## src/rtl/pgwalk_pkg.sv

```systemverilog
package pgwalk_pkg;
  localparam int unsigned AW = 32;

  typedef enum logic [2:0] {
    PG_NONE = 3'd0,
    PG_4K   = 3'd1,
    PG_64K  = 3'd2,
    PG_1M   = 3'd3,
    PG_16M  = 3'd4
  } pg_size_e;

  typedef enum logic [2:0] {
    ST_IDLE, ST_L1_REQ, ST_L1_WAIT, ST_L2_REQ, ST_L2_WAIT, ST_DONE, ST_FAULT
  } walk_st_e;

  // first-level slot: one word per megabyte of virtual space
  function automatic logic [AW-1:0] l1_slot(input logic [AW-1:0] base, input logic [AW-1:0] va);
    return base + {18'd0, va[31:20], 2'b00};
  endfunction

  // second-level slot inside a 1 KB coarse table
  function automatic logic [AW-1:0] l2_slot(input logic [AW-1:0] desc, input logic [AW-1:0] va);
    return {desc[31:10], va[19:12], 2'b00};
  endfunction

  function automatic int unsigned page_shift(input pg_size_e sz);
    case (sz)
      PG_4K:   return 12;
      PG_64K:  return 16;
      PG_1M:   return 20;
      PG_16M:  return 24;
      default: return 0;
    endcase
  endfunction

  function automatic logic [AW-1:0] merge_pa(input logic [AW-1:0] desc, input logic [AW-1:0] va,
                                             input pg_size_e sz);
    logic [AW-1:0] m;
    m = (32'h1 << page_shift(sz)) - 32'h1;
    return (desc & ~m) | (va & m);
  endfunction
endpackage

```

## src/rtl/pgwalk_fsm.sv

```systemverilog
module pgwalk_fsm
  import pgwalk_pkg::*;
(
  input  logic          clk,
  input  logic          rst_n,
  input  logic          walk_en,
  input  logic          req_valid,
  output logic          req_ready,
  input  logic [AW-1:0] req_va,
  input  logic [AW-1:0] req_base,
  output logic          mem_rd_valid,
  input  logic          mem_rd_ready,
  output logic [AW-1:0] mem_rd_addr,
  input  logic          mem_rsp_valid,
  input  logic [AW-1:0] mem_rsp_data,
  output logic          rsp_valid,
  output logic [AW-1:0] rsp_pa,
  output logic [2:0]    rsp_size,
  output logic          rsp_fault,
  output logic          fault_evt,
  output logic [AW-1:0] fault_va
);
  walk_st_e      st;
  logic [AW-1:0] va_q, base_q, desc_q, pa_q;
  pg_size_e      size_q;

  // named events for the checks
  logic accept, l1_beat, l2_beat;
  assign accept  = req_valid && req_ready;
  assign l1_beat = (st == ST_L1_WAIT) && mem_rsp_valid;
  assign l2_beat = (st == ST_L2_WAIT) && mem_rsp_valid;

  always_ff @(posedge clk) begin
    if (!rst_n) begin
      st     <= ST_IDLE;
      va_q   <= '0;
      base_q <= '0;
      desc_q <= '0;
      pa_q   <= '0;
      size_q <= PG_NONE;
    end else begin
      case (st)
        ST_IDLE: if (accept) begin
          va_q   <= req_va;
          base_q <= req_base;
          st     <= walk_en ? ST_L1_REQ : ST_FAULT;
        end
        ST_L1_REQ: if (mem_rd_ready) st <= ST_L1_WAIT;
        ST_L1_WAIT: if (l1_beat) begin
          case (mem_rsp_data[1:0])
            2'b01: begin desc_q <= mem_rsp_data; st <= ST_L2_REQ; end
            2'b10: begin
              size_q <= mem_rsp_data[18] ? PG_16M : PG_1M;
              pa_q   <= merge_pa(mem_rsp_data, va_q, mem_rsp_data[18] ? PG_16M : PG_1M);
              st     <= ST_DONE;
            end
            default: st <= ST_FAULT;
          endcase
        end
        ST_L2_REQ: if (mem_rd_ready) st <= ST_L2_WAIT;
        ST_L2_WAIT: if (l2_beat) begin
          if (mem_rsp_data[1]) begin
            size_q <= PG_4K;
            pa_q   <= merge_pa(mem_rsp_data, va_q, PG_4K);
            st     <= ST_DONE;
          end else if (mem_rsp_data[0]) begin
            size_q <= PG_64K;
            pa_q   <= merge_pa(mem_rsp_data, va_q, PG_64K);
            st     <= ST_DONE;
          end else begin
            st <= ST_FAULT;
          end
        end
        default: st <= ST_IDLE;
      endcase
    end
  end

  assign req_ready    = (st == ST_IDLE);
  assign mem_rd_valid = (st == ST_L1_REQ) || (st == ST_L2_REQ);
  assign mem_rd_addr  = (st == ST_L2_REQ) ? l2_slot(desc_q, va_q) : l1_slot(base_q, va_q);
  assign rsp_valid    = (st == ST_DONE) || (st == ST_FAULT);
  assign rsp_fault    = (st == ST_FAULT);
  assign rsp_pa       = (st == ST_DONE) ? pa_q : '0;
  assign rsp_size     = (st == ST_DONE) ? size_q : PG_NONE;
  assign fault_evt    = (st == ST_FAULT);
  assign fault_va     = va_q;

  AST_MEM_HOLD: assert property (@(posedge clk) disable iff (!rst_n)
    mem_rd_valid && !mem_rd_ready |=> mem_rd_valid && $stable(mem_rd_addr));
  AST_OFF_NO_READ: assert property (@(posedge clk) disable iff (!rst_n)
    accept && !walk_en |=> rsp_valid && rsp_fault && !mem_rd_valid);
  AST_BUSY_AFTER_ACCEPT: assert property (@(posedge clk) disable iff (!rst_n)
    accept |=> !req_ready);
  AST_RSP_SINGLE: assert property (@(posedge clk) disable iff (!rst_n)
    rsp_valid |=> !rsp_valid && req_ready);
  AST_FAULT_ZERO: assert property (@(posedge clk) disable iff (!rst_n)
    rsp_fault |-> rsp_pa == '0 && rsp_size == PG_NONE);
endmodule

```

## src/rtl/pgwalk_evt.sv

```systemverilog
module pgwalk_evt #(
  parameter int unsigned EVT_W     = 5,
  parameter int unsigned FAULT_EVT = 1,
  parameter int unsigned AW        = 32
) (
  input  logic             clk,
  input  logic             rst_n,
  input  logic             fault_evt,
  input  logic [AW-1:0]    fault_va,
  input  logic             ack_we,
  input  logic [EVT_W-1:0] ack_mask,
  input  logic             set_we,
  input  logic [EVT_W-1:0] set_mask,
  input  logic             clr_we,
  input  logic [EVT_W-1:0] clr_mask,
  output logic [EVT_W-1:0] status,
  output logic [EVT_W-1:0] enable,
  output logic [AW-1:0]    fault_addr,
  output logic             irq
);
  logic [EVT_W-1:0] raise;

  for (genvar b = 0; b < EVT_W; b++) begin : g_evt
    assign raise[b] = (b == FAULT_EVT) ? fault_evt : 1'b0;

    always_ff @(posedge clk) begin
      if (!rst_n) begin
        status[b] <= 1'b0;
        enable[b] <= 1'b0;
      end else begin
        // a new event outranks an acknowledge in the same cycle
        if (raise[b])                    status[b] <= 1'b1;
        else if (ack_we && ack_mask[b])  status[b] <= 1'b0;
        if (set_we && set_mask[b])       enable[b] <= 1'b1;
        else if (clr_we && clr_mask[b])  enable[b] <= 1'b0;
      end
    end
  end

  always_ff @(posedge clk) begin
    if (!rst_n)         fault_addr <= '0;
    else if (fault_evt) fault_addr <= fault_va;
  end

  assign irq = |(status & enable);

  AST_FAULT_PENDS: assert property (@(posedge clk) disable iff (!rst_n)
    fault_evt |=> status[FAULT_EVT]);
  AST_FAULT_ADDR_CAPT: assert property (@(posedge clk) disable iff (!rst_n)
    fault_evt |=> fault_addr == $past(fault_va));
  AST_ACK_CLEARS: assert property (@(posedge clk) disable iff (!rst_n)
    ack_we && ack_mask[FAULT_EVT] && !fault_evt |=> !status[FAULT_EVT]);
  AST_PEND_STICKY: assert property (@(posedge clk) disable iff (!rst_n)
    status[FAULT_EVT] && !(ack_we && ack_mask[FAULT_EVT]) |=> status[FAULT_EVT]);
  AST_SET_WINS: assert property (@(posedge clk) disable iff (!rst_n)
    set_we && set_mask[FAULT_EVT] |=> enable[FAULT_EVT]);
endmodule

```

## src/rtl/pgwalk_top.sv

```systemverilog
module pgwalk_top
  import pgwalk_pkg::*;
#(
  parameter int unsigned EVT_W     = 5,
  parameter int unsigned FAULT_EVT = 1
) (
  input  logic             clk,
  input  logic             rst_n,
  input  logic             walk_en,
  input  logic             req_valid,
  output logic             req_ready,
  input  logic [31:0]      req_va,
  input  logic [31:0]      req_base,
  output logic             mem_rd_valid,
  input  logic             mem_rd_ready,
  output logic [31:0]      mem_rd_addr,
  input  logic             mem_rsp_valid,
  input  logic [31:0]      mem_rsp_data,
  output logic             rsp_valid,
  output logic [31:0]      rsp_pa,
  output logic [2:0]       rsp_size,
  output logic             rsp_fault,
  input  logic             evt_ack_we,
  input  logic [EVT_W-1:0] evt_ack_mask,
  input  logic             evt_set_we,
  input  logic [EVT_W-1:0] evt_set_mask,
  input  logic             evt_clr_we,
  input  logic [EVT_W-1:0] evt_clr_mask,
  output logic [EVT_W-1:0] evt_status,
  output logic [EVT_W-1:0] evt_enable,
  output logic [31:0]      fault_addr,
  output logic             irq
);
  logic          fault_evt;
  logic [AW-1:0] fault_va;

  pgwalk_fsm u_fsm (
    .clk, .rst_n, .walk_en, .req_valid, .req_ready, .req_va, .req_base,
    .mem_rd_valid, .mem_rd_ready, .mem_rd_addr, .mem_rsp_valid, .mem_rsp_data,
    .rsp_valid, .rsp_pa, .rsp_size, .rsp_fault, .fault_evt, .fault_va
  );

  pgwalk_evt #(.EVT_W(EVT_W), .FAULT_EVT(FAULT_EVT), .AW(AW)) u_evt (
    .clk, .rst_n, .fault_evt, .fault_va,
    .ack_we(evt_ack_we), .ack_mask(evt_ack_mask),
    .set_we(evt_set_we), .set_mask(evt_set_mask),
    .clr_we(evt_clr_we), .clr_mask(evt_clr_mask),
    .status(evt_status), .enable(evt_enable), .fault_addr, .irq
  );

  AST_IRQ_NEEDS_PEND: assert property (@(posedge clk) disable iff (!rst_n)
    irq |-> (evt_status != '0) && (evt_enable != '0));
endmodule

```

## config.mk

```make
export PLATFORM = sky130hd
export DESIGN_NAME = pgwalk_top
export DESIGN_NICKNAME = d
export VERILOG_FILES = /design/src/rtl/pgwalk_pkg.sv /design/src/rtl/pgwalk_fsm.sv /design/src/rtl/pgwalk_evt.sv /design/src/rtl/pgwalk_top.sv
export SDC_FILE = /design/constraint.sdc
export NUM_CORES = 1
export LEC_CHECK = 0
export ABC_AREA = 1
export BUFFER_PORTS_ARGS = -buffer_cell sky130_fd_sc_hd__buf_2
export CAP_MARGIN = 10
export CORE_MARGIN = 8
export CORE_UTILIZATION = 47
export CTS_CLUSTER_DIAMETER = 80
export CTS_CLUSTER_SIZE = 10
export DETAILED_ROUTE_END_ITERATION = 16
export GPL_ROUTABILITY_DRIVEN = 0
export GPL_TIMING_DRIVEN = 0
export MAX_ROUTING_LAYER = met4
export PLACE_DENSITY_LB_ADDON = 0.1
export RECOVER_POWER = 25
export SLEW_MARGIN = 20
export SYNTH_ARGS = -nofsm -noshare
export SYNTH_HDL_FRONTEND = slang
export SYNTH_SLANG_ARGS = --single-unit
```

## constraint.sdc

```tcl
create_clock -name clk -period 1.85 [get_ports clk]
set_input_delay 0.0925 -clock clk [delete_from_list [all_inputs] [get_ports clk]]
set_output_delay 0.0925 -clock clk [all_outputs]
set_load 0.01 [all_outputs]
```

==> run_results.csv <==
group,metric,value,unit
final_layout,num-nets-final,1675,
sta,fin_crit_sh,1.292,
route,vias,9381,
sta,drv_slew,0,
grt,grt_pass1_vias,9489,
logic_synthesis,synth_top_area_share,0.4121,
floorplan,rows,47,
power,p_leak,5.424,nW
sta,period_needed,2.390,ns
route,wire_per_inst,17.87,microns
sta,worst_slew_pin_slew,0.6744,ns
outcome,violations,"negative setup slack",
grt,grt_max_degree,19,
floorplan,start_util,0.4780,
sta,setup_slack,-0.5405,ns
floorplan,die_width,145.4,microns
worst_setup_path,crit_required,1.76,ns
worst_setup_path,cp_data_arrival_time,2.30,ns
final_layout,drive_gt1_frac,0.2832,
logic_synthesis,synthTopCellsByArea,"dfxtp_1, nand2_1, o21ai_0",
cts,cts_sinks,162,
route,vias_per_cell,5.297,
logic_synthesis,yosysWarnings,0,
route,first_iter_violations,736,
floorplan,core_area,16470,sq um
sta,fmax,418.3,MHz
sta,skew,0.008435,ns
route,first_pass_iters,5,
grt,antenna_found_initial,1,
placement,portBuffers,215,
logic_synthesis,syn-cell-area,7870,sq um
power,peakVddDrop,0.8310,mV
logic_synthesis,ys_ff_latch,162,
placement,dp_slack,-0.4226,ns
route,wirelength,31650,microns
logic_synthesis,syn_inst,1174,
final_layout,area_growth_syn_to_layout,51.10,%
grt,grt_util_all_layers,0.2964,
final_layout,fin_util,0.7222,
cts,cts_max_level,4,
floorplan,ios,234,
sta,rsz0062_at_grt,"true",
worst_setup_path,crit_type,"register to output port",
worst_setup_path,cp_max_fo,5,
cts,root_buffer,"clkbuf_16",
cts,numCtsBuffers,17,
cts,cts_max_path_buffers,2,
logic_synthesis,synth_cell_types,35,
grt,gr-total-overflow,0,
worst_setup_path,worst_setup_path_start_kind,"register",
worst_setup_path,setup.worst_path.end_class,"output port",
floorplan,die_area,21140,sq um
min_path,hold_class,"primary input to register",
sta,hold_viol,0,
placement,hpwlAfterDp,21870,microns
cts,worstSkewPairLatency,0.43,ns
floorplan,die_h,145.4,microns
power,cellPowerDensity,1094,nW/um^2
logic_synthesis,netlist.top_cell.by_area,"dfxtp_1",
sta,max-slew-margin-rel,0.5469,
logic_synthesis,synth.avg_cell_area,6.704,sq um
grt,grt_first_pass_wirelength,49090,microns
sta,finalSetupViolCount,139,
cts,cts_tree,"built",
outcome,status,"finished with violations",
logic_synthesis,yosysSeqAreaShare,0.4121,
cts,clk_pin_slew_worst_paths,0.07,ns
run,maxCapViolCount,0,
route,drc_errors,0,
route,postRouteAntennaNets,0,
[final timing paths]
path	startpoint	end	slack (ns)	depth (start not counted)
max	u_fsm.base_q[2]	mem_rd_addr[18]	-0.54	10
min	mem_rsp_valid	u_fsm.st[2]	0.04	4
max reg2reg	u_fsm.st[2]	u_evt.fault_addr[23]	-0.31	6
min reg2reg	u_fsm.pa_q[6]	u_fsm.pa_q[6]	0.45	2
[routing by layer]
layer | track usage | routed length [microns]
met2 | 0.4794 | 14830
met1 | 0.3477 | 13130
met4 | 0.1406 | 1292
met3 | 0.06157 | 2400
met5 | - | 0
[where the power goes]
| group | switching [mW] | internal [mW] | leakage, nW |
|---|---|---|---|
| Combinational | 2.97 | 1.86 | 3.81 |
| Clock | 1.70 | 1.81 | 0.280 |
| Sequential | 0.480 | 4.20 | 1.34 |
| Total | 5.15 | 7.86 | 5.42 |
[cell usage after synthesis]
cell and n:
o21ai_0 137, dfxtp_1 162, nand2_2 3, buf_6 2, nand4_4 1, buf_2 16, o21ai_1 5, inv_1 120
xnor2_1 6, nand2_1 244, nor2_2 1, clkbuf_1 41, nor4_1 1, or2_1 2, o22ai_1 1, nand3_2 1
a31oi_1 3, a21oi_1 128, ha_1 17, xor2_1 1, clkinv_1 1, conb_1 1, or2_2 3, buf_4 6
nor3_1 7, nand3_1 96, o2111ai_1 1, nor3_4 1, fa_1 1, nor3_2 1, and2_1 1, inv_2 5
o211ai_1 1, nand4_1 6, nor2_1 151
[cell type report]
class	instances	area [sq um]
timing repair buffer	342	2298
clock buffer	17	425.4
inverter	126	480.5
multi-input combinational	825	4622
fill	1365	4574
buffer	63	322.8
sequential	162	3301
antenna	1	2.502
tap	220	275.3
clock inverter	15	163.9
[worst max-delay path, stage by stage (launching register included)]
cell	delay, ns
dfxtp_4	0.36
ha_4	0.17
fa_2	0.38
nand3_2	0.10
nand3_4	0.12
nand3_4	0.13
nand3_4	0.14
nand3_1	0.13
nand3_2	0.10
nand2_1	0.11
buf_2	0.14
[cell families (layout without fill, tap and decap cells)]
kind of cell	count (synthesis)	in the layout	share of synthesized area
and+or+nand+nor	519	520	0.2747
xor gates and xnor gates	7	7	0.007790
buffers and inverters	191	563	0.09841
DFF	162	162	0.4121
other	1	5	0.0004765
AOI/OAI and AO/OA	276	276	0.1769
adders and majority gates	18	18	0.02957
[layout by cell type, fill, tap and decap left out, types with 13 or more instances in the layout]
master / Yosys / final
nand2_4: 0 / 15
nand2_2: 3 / 42
buf_4: 6 / 30
dfxtp_2: 0 / 16
a21oi_1: 128 / 123
inv_1: 120 / 109
nand3_2: 1 / 20
clkbuf_16: 0 / 17
clkbuf_1: 41 / 70
inv_2: 5 / 15
nand2_1: 244 / 189
nor2_1: 151 / 139
dfxtp_1: 162 / 136
nand3_1: 96 / 68
o21ai_0: 137 / 126
buf_2: 16 / 177
buf_6: 2 / 13
dlygate4sd3_1: 0 / 104
[registers in the layout, summed over array words and instances, names as in the netlist]
register / cells
u_fsm.base_q: 32
u_fsm.size_q: 3
u_fsm.fault_va: 32
u_fsm.st: 3
u_fsm.pa_q: 32
u_evt.enable: 5
u_fsm.desc_q: 22
u_evt.fault_addr: 32
u_evt.status: 1
[through the flow]
step	hold WS [ns]	power, mW	std cells	setup TNS, ns	cell area [sq um]
finish	0.04291	13.01	1771	-20.58	11890
global route	0.05614	13.63	1771	-41.06	11890
floorplan	0.2274	6.989	1177	0	7886
global placement	0.3367	8.419	1612	-4.724	9238
CTS	0.04119	12.78	1764	-9.291	11720
detailed placement	0.3399	8.472	1612	-4.605	9238
[repair_timing]
action / 4_1_cts / 5_1_grt
setup endpoints to repair: 63 / 80
endpoints found under the hold margin: 100 / 0
gates cloned: 1 / 0
buffers inserted: 16 / 8
hold buffers: 104 / 0
pin swaps: 50 / 33
resized for setup: 201 / 68
Power figures use the tool's default switching activity.
